==> config.mk <==
export PLATFORM = sky130hd
export DESIGN_NAME = mw_rd_engine
export DESIGN_NICKNAME = d
export VERILOG_FILES = /design/src/rtl/mw_pkg.sv /design/src/rtl/mw_halfper.sv /design/src/rtl/mw_frame.sv /design/src/rtl/mw_rx.sv /design/src/rtl/mw_rd_engine.sv
export SDC_FILE = /design/constraint.sdc
export NUM_CORES = 1
export LEC_CHECK = 0
export ABC_CLOCK_PERIOD_IN_PS = 3600
export BUFFER_PORTS_ARGS = -buffer_cell sky130_fd_sc_hd__buf_4
export CAP_MARGIN = 25
export CORE_MARGIN = 2
export CORE_UTILIZATION = 33
export DETAILED_ROUTE_END_ITERATION = 6
export HOLD_SLACK_MARGIN = 0.03
export SYNTH_ARGS = -nofsm -noshare
export SYNTH_HDL_FRONTEND = slang
export SYNTH_HIERARCHICAL = 1
export SYNTH_SLANG_ARGS = --single-unit
==> constraint.sdc <==
create_clock -name clk -period 3.6 [get_ports clk]
set_input_delay 0.36 -clock clk [delete_from_list [all_inputs] [get_ports clk]]
set_output_delay 0.36 -clock clk [all_outputs]
set_load 0.02 [all_outputs]
==> src/rtl/mw_pkg.sv <==
package mw_pkg;
  // Phases of one read transaction; each lasts one serial-clock half-period.
  typedef enum logic [2:0] {
    PH_IDLE,
    PH_SEL,
    PH_CLO,
    PH_CHI,
    PH_GAP,
    PH_RHI,
    PH_RLO
  } mw_phase_t;

  localparam logic [2:0] RD_CMD     = 3'b110;
  localparam int         LEAD_ZEROS = 2;
  localparam int         CMD_BITS   = 3;
endpackage

==> src/rtl/mw_halfper.sv <==
// Half-period timer: 'last' marks the final system cycle of a serial half-period.
module mw_halfper #(
  parameter int DIV = 4
) (
  input  logic clk,
  input  logic rst,
  input  logic run,
  output logic last
);
  localparam int CNT_W = (DIV > 2) ? $clog2(DIV) : 1;

  logic [CNT_W-1:0] cnt_q;

  assign last = run && (cnt_q == CNT_W'(DIV - 1));

  always_ff @(posedge clk) begin
    if (rst || !run || last) cnt_q <= '0;
    else                     cnt_q <= cnt_q + 1'b1;
  end
endmodule

==> src/rtl/mw_frame.sv <==
// Builds the command frame left-aligned, plus the number of bits to send.
module mw_frame
  import mw_pkg::*;
#(
  parameter int AW_SMALL = 6,
  parameter int AW_LARGE = 8,
  parameter int FRAME_W  = LEAD_ZEROS + CMD_BITS + AW_LARGE,
  parameter int BCNT_W   = $clog2(FRAME_W + 1)
) (
  input  logic [AW_LARGE-1:0] addr,
  input  logic                size,
  output logic [FRAME_W-1:0]  frame,
  output logic [BCNT_W-1:0]   nbits
);
  localparam int PAD = AW_LARGE - AW_SMALL;

  logic [AW_LARGE-1:0] addr_m;

  // Upper address bits only take part for the larger device.
  for (genvar i = 0; i < AW_LARGE; i++) begin : g_mask
    if (i < AW_SMALL) begin : g_lo
      assign addr_m[i] = addr[i];
    end else begin : g_hi
      assign addr_m[i] = addr[i] & size;
    end
  end

  logic [FRAME_W-1:0] frame_l, frame_s;
  assign frame_l = {{LEAD_ZEROS{1'b0}}, RD_CMD, addr_m};
  assign frame_s = {{LEAD_ZEROS{1'b0}}, RD_CMD, addr_m[AW_SMALL-1:0], {PAD{1'b0}}};

  assign frame = size ? frame_l : frame_s;
  assign nbits = size ? BCNT_W'(FRAME_W) : BCNT_W'(FRAME_W - PAD);
endmodule

==> src/rtl/mw_rx.sv <==
// Receive shifter: bits enter from the right, first bit ends up as MSB.
module mw_rx #(
  parameter int DATA_W = 16
) (
  input  logic              clk,
  input  logic              rst,
  input  logic              clr,
  input  logic              shift,
  input  logic              bit_i,
  output logic [DATA_W-1:0] word_o
);
  always_ff @(posedge clk) begin
    if (rst || clr) word_o <= '0;
    else if (shift) word_o <= {word_o[DATA_W-2:0], bit_i};
  end
endmodule

==> src/rtl/mw_rd_engine.sv <==
module mw_rd_engine
  import mw_pkg::*;
#(
  parameter int DIV      = 4,   // system clocks per serial half-period, >= 2
  parameter int AW_SMALL = 6,
  parameter int AW_LARGE = 8,
  parameter int DATA_W   = 16
) (
  input  logic                clk,
  input  logic                rst,
  input  logic                start_i,
  input  logic                size_i,
  input  logic [AW_LARGE-1:0] addr_i,
  input  logic                do_i,
  output logic                cs_o,
  output logic                sk_o,
  output logic                di_o,
  output logic                busy_o,
  output logic                done_o,
  output logic [DATA_W-1:0]   data_o
);
  localparam int FRAME_W = LEAD_ZEROS + CMD_BITS + AW_LARGE;
  localparam int BCNT_W  = $clog2(FRAME_W + 1);
  localparam int RCNT_W  = $clog2(DATA_W + 1);

  mw_phase_t          ph_q;
  logic [FRAME_W-1:0] frame_w, shreg_q;
  logic [BCNT_W-1:0]  nbits_w, bits_left_q;
  logic [RCNT_W-1:0]  rd_left_q;
  logic               hp_last;
  logic               accept;
  logic               rx_shift;

  assign accept   = (ph_q == PH_IDLE) && start_i;
  assign rx_shift = (ph_q == PH_RHI) && hp_last;
  assign busy_o   = (ph_q != PH_IDLE);

  mw_frame #(
    .AW_SMALL(AW_SMALL), .AW_LARGE(AW_LARGE), .FRAME_W(FRAME_W), .BCNT_W(BCNT_W)
  ) u_frame (
    .addr (addr_i),
    .size (size_i),
    .frame(frame_w),
    .nbits(nbits_w)
  );

  mw_halfper #(.DIV(DIV)) u_hp (
    .clk (clk),
    .rst (rst),
    .run (busy_o),
    .last(hp_last)
  );

  mw_rx #(.DATA_W(DATA_W)) u_rx (
    .clk   (clk),
    .rst   (rst),
    .clr   (accept),
    .shift (rx_shift),
    .bit_i (do_i),
    .word_o(data_o)
  );

  always_ff @(posedge clk) begin
    if (rst) begin
      ph_q        <= PH_IDLE;
      cs_o        <= 1'b0;
      sk_o        <= 1'b0;
      di_o        <= 1'b0;
      done_o      <= 1'b0;
      shreg_q     <= '0;
      bits_left_q <= '0;
      rd_left_q   <= '0;
    end else begin
      done_o <= 1'b0;
      unique case (ph_q)
        PH_IDLE: begin
          if (start_i) begin
            ph_q        <= PH_SEL;
            cs_o        <= 1'b1;
            sk_o        <= 1'b0;
            di_o        <= 1'b0;
            shreg_q     <= frame_w;
            bits_left_q <= nbits_w;
          end
        end
        PH_SEL: if (hp_last) begin
          ph_q <= PH_CLO;
          di_o <= shreg_q[FRAME_W-1];
        end
        PH_CLO: if (hp_last) begin
          ph_q <= PH_CHI;
          sk_o <= 1'b1;
        end
        PH_CHI: if (hp_last) begin
          sk_o    <= 1'b0;
          shreg_q <= {shreg_q[FRAME_W-2:0], 1'b0};
          if (bits_left_q == BCNT_W'(1)) begin
            ph_q <= PH_GAP;
            di_o <= 1'b0;
          end else begin
            ph_q        <= PH_CLO;
            di_o        <= shreg_q[FRAME_W-2];
            bits_left_q <= bits_left_q - 1'b1;
          end
        end
        PH_GAP: if (hp_last) begin
          ph_q      <= PH_RHI;
          sk_o      <= 1'b1;
          rd_left_q <= RCNT_W'(DATA_W);
        end
        PH_RHI: if (hp_last) begin
          ph_q <= PH_RLO;
          sk_o <= 1'b0;
        end
        PH_RLO: if (hp_last) begin
          if (rd_left_q == RCNT_W'(1)) begin
            ph_q   <= PH_IDLE;
            cs_o   <= 1'b0;
            done_o <= 1'b1;
          end else begin
            ph_q      <= PH_RHI;
            sk_o      <= 1'b1;
            rd_left_q <= rd_left_q - 1'b1;
          end
        end
        default: ph_q <= PH_IDLE;
      endcase
    end
  end
endmodule

==> flow_metrics.py <==
metrics = {
    "run_status": {
        "status": "complete, no violations",
    },
    "setup_path": {
        "worstPathCellList": "inv_1 -> nand2_1 -> and2_1 -> and2_1 -> a31o_2 -> o21ai_0 -> o2bb2ai_1",
        "crit_path_end_kind": "register",
        "critical_path_class": "reg2reg",
        "startpoint_type": "register",
        "worstPathMaxFanout": 30,
        "worstPathArrival_ns": 2.72,
        "crit_family": "compound AO/OA/AOI/OAI gates",
        "critPathMaxStageDelay_ns": 0.63,
        "worstPathRequired_ns": 3.79,
        "cp_slowest_cell": "dfxtp_1",
        "path_buf_inv": 1,
        "crit_top_cell": "and2_1",
    },
    "timing": {
        "tns_ns": 0,
        "setup_viol": 0,
        "post-route-period-util": 0.701,
        "rsz0062_at_grt": "false",
        "fmax_mhz": 396,
        "final.min_clock_period_ns": 2.52,
        "slew_violations": 0,
        "finClkSkew_ns": 0.0115,
        "maxSlewHeadroom": 0.547,
        "tightest_slew_ns": 0.677,
        "timing.final.hold_violations": 0,
    },
    "synth": {
        "synth_ff_type": "dfxtp_1",
        "syn_inst": 271,
        "yosysSeqAreaShare": 0.392,
        "syn_area_per_cell_um2": 8.86,
        "yosysWarnings": 6,
        "synth.distinct_cells": 48,
        "netlist_area_um2": 2400,
        "ys_ff_latch": 47,
        "ys_async_sr_fraction": 0,
        "synth_edf_count": 0,
    },
    "cells_and_area": {
        "utilization": 0.382,
        "area_growth_pct": 13.6,
        "post_route_cells_drive_above_1_share": 0.199,
        "antenna_cells": 0,
        "final_nets": 309,
        "fill_cells": 749,
        "final_cell_mix": "47 x dfxtp_1, 37 x nor2_1, 35 x nand2_1, 35 x buf_4, 18 x mux2i_1",
        "final_common_cell": "dfxtp_1",
    },
    "clock_network": {
        "cts_buffers": 5,
        "holdBufCountCts": 0,
        "clk_path_buf_depth": 2,
        "insertion_delay_ns": 0.30,
        "cts_sinks": 47,
        "cts_tree": "done",
        "cts_resized": 0,
        "htreeDepth": 2,
        "cts_setup_buffers": 0,
        "cts_root_buf": "clkbuf_8",
        "clk_pin_slew_ns": 0.10,
    },
    "routing": {
        "wl_um": 4440,
        "vias": 1892,
        "ant_nets": 0,
        "dr.first_iter.drc_count": 82,
        "post_drt_wl_per_cell_um": 11.4,
        "detail_route.vias_per_cell": 4.84,
        "drcViolationCount": 0,
        "firstDrtPassIters": 4,
    },
    "pwr": {
        "powerDensity_nw_per_um2": 355,
        "total_power_mw": 0.968,
        "vdd_drop_max_mv": 0.125,
        "p_leak_nw": 1.03,
    },
    "die": {
        "fp.dieW_um": 89.3,
        "dieArea_um2": 7970,
        "die_h_um": 89.3,
        "io_pins": 34,
        "core-area_um2": 7140,
        "row_count": 31,
        "initial_core_util": 0.336,
    },
    "min_path": {
        "min_path_type": "in2reg",
    },
    "placed_design": {
        "gp_congestion": 0.786,
        "dp_hpwl_um": 3080,
        "port_buffers": 33,
    },
    "global_route": {
        "grt_overflow": 0,
        "grt_max_degree": 34,
        "grtUsageTotal": 0.114,
        "first_global_vias": 1616,
        "grt_pass1_wl_um": 7270,
        "grt_antenna_before_repair": 0,
    },
    "flow_run": {
        "drv_cap": 0,
    },
}
## path summary, 6_finish.rpt
path,from,to,slack (ns),cells past startpoint
max,ph_q[0],bits_left_q[2],1.08,7
min,do_i,u_rx/word_o[0],0.30,3
max reg2reg,ph_q[0],bits_left_q[2],1.08,7
min reg2reg,u_hp/cnt_q[0],u_hp/cnt_q[0],0.45,1
## power by group
| group | internal (mW) | switching (mW) |
|---|---|---|
| logic | 0.0437 | 0.0466 |
| clock network | 0.139 | 0.188 |
| registers | 0.537 | 0.0129 |
## state kept, by name, summed over array words and instances, names as in the netlist
register	cells
shreg_q	13
di_o	1
sk_o	1
done_o	1
cs_o	1
u_hp/cnt_q	2
u_rx/word_o	16
ph_q	3
rd_left_q	5
bits_left_q	4
## worst reg2reg max path, stage by stage, from the launching register on
cell and delay [ns]:
dfxtp_1 0.63, inv_1 0.15, nand2_1 0.15, and2_1 0.29
and2_1 0.30, a31o_2 0.55, o21ai_0 0.18, o2bb2ai_1 0.15
## cell usage after synthesis (2+ instances only)
cell type,count,area share
dfxtp_1,47,0.39
nor2_1,37,0.058
nand2_1,35,0.055
mux2i_1,18,0.075
a311oi_1,13,0.047
a21oi_1,9,0.019
buf_4,9,0.028
inv_1,9,0.014
buf_2,8,0.017
mux2_4,6,0.038
o21ai_0,6,0.013
ha_1,5,0.026
nand3_1,5,0.010
a31oi_1,4,0.010
buf_6,4,0.019
clkbuf_1,4,0.0063
nor3_1,4,0.0083
nor3b_1,3,0.0094
or3_1,3,0.0078
a211oi_1,2,0.0063
a32oi_1,2,0.0073
and2_1,2,0.0052
and2_2,2,0.0063
and3b_1,2,0.0073
clkbuf_2,2,0.0042
conb_1,2,0.0031
nand2b_1,2,0.0052
nand3b_1,2,0.0063
nor2b_1,2,0.0052
nor4b_1,2,0.0073
nor4b_4,2,0.020
o21bai_1,2,0.0063
## per-stage QoR
stage	worst slack (ns)	hold slack, ns	area, µm²	cells
after CTS	1.08	0.306	2730	391
final	1.08	0.304	2730	391
after global routing	0.801	0.320	2730	391
after global placement	1.25	0.435	2630	383
after floorplan	1.38	0.419	2420	276
after detailed placement	1.10	0.435	2630	383
## cell type report
cell class | count | area [µm²] | share of cell area
well taps | 99 | 124 | 0.0455
repair buffers | 35 | 263 | 0.0964
multi-input cells | 193 | 1270 | 0.466
flip-flops and latches | 47 | 941 | 0.345
clock buffers | 5 | 68.8 | 0.0253
inverters | 9 | 33.8 | 0.0124
clock inverters | 3 | 23.8 | 0.00872
## per-layer routing
| layer | vias to the layer above | global-route usage | wire length [µm] | part of all wire |
|---|---|---|---|---|
| met5 | - | 0 | 0 | 0 |
| met1 | 867 | 0.149 | 2200 | 0.49 |
| met3 | 5 | 0.0286 | 197 | 0.044 |
| li1 | 978 | - | - | - |
| met4 | 0 | 0.0326 | 45 | 0.010 |
| met2 | 42 | 0.186 | 2000 | 0.45 |
## cells by family (layout without fill, tap and decap cells)
kind of cell    count (synthesis)  after routing  synth area share
other cells                     2              7           0.00313
compound gates                 48             48             0.144
buf+inv                        36             52            0.0881
simple gates                  109            109             0.234
flops                          47             47             0.392
mux                            24             24             0.113
fa+ha+maj                       5              5            0.0261
Power figures use the tool's default switching activity.
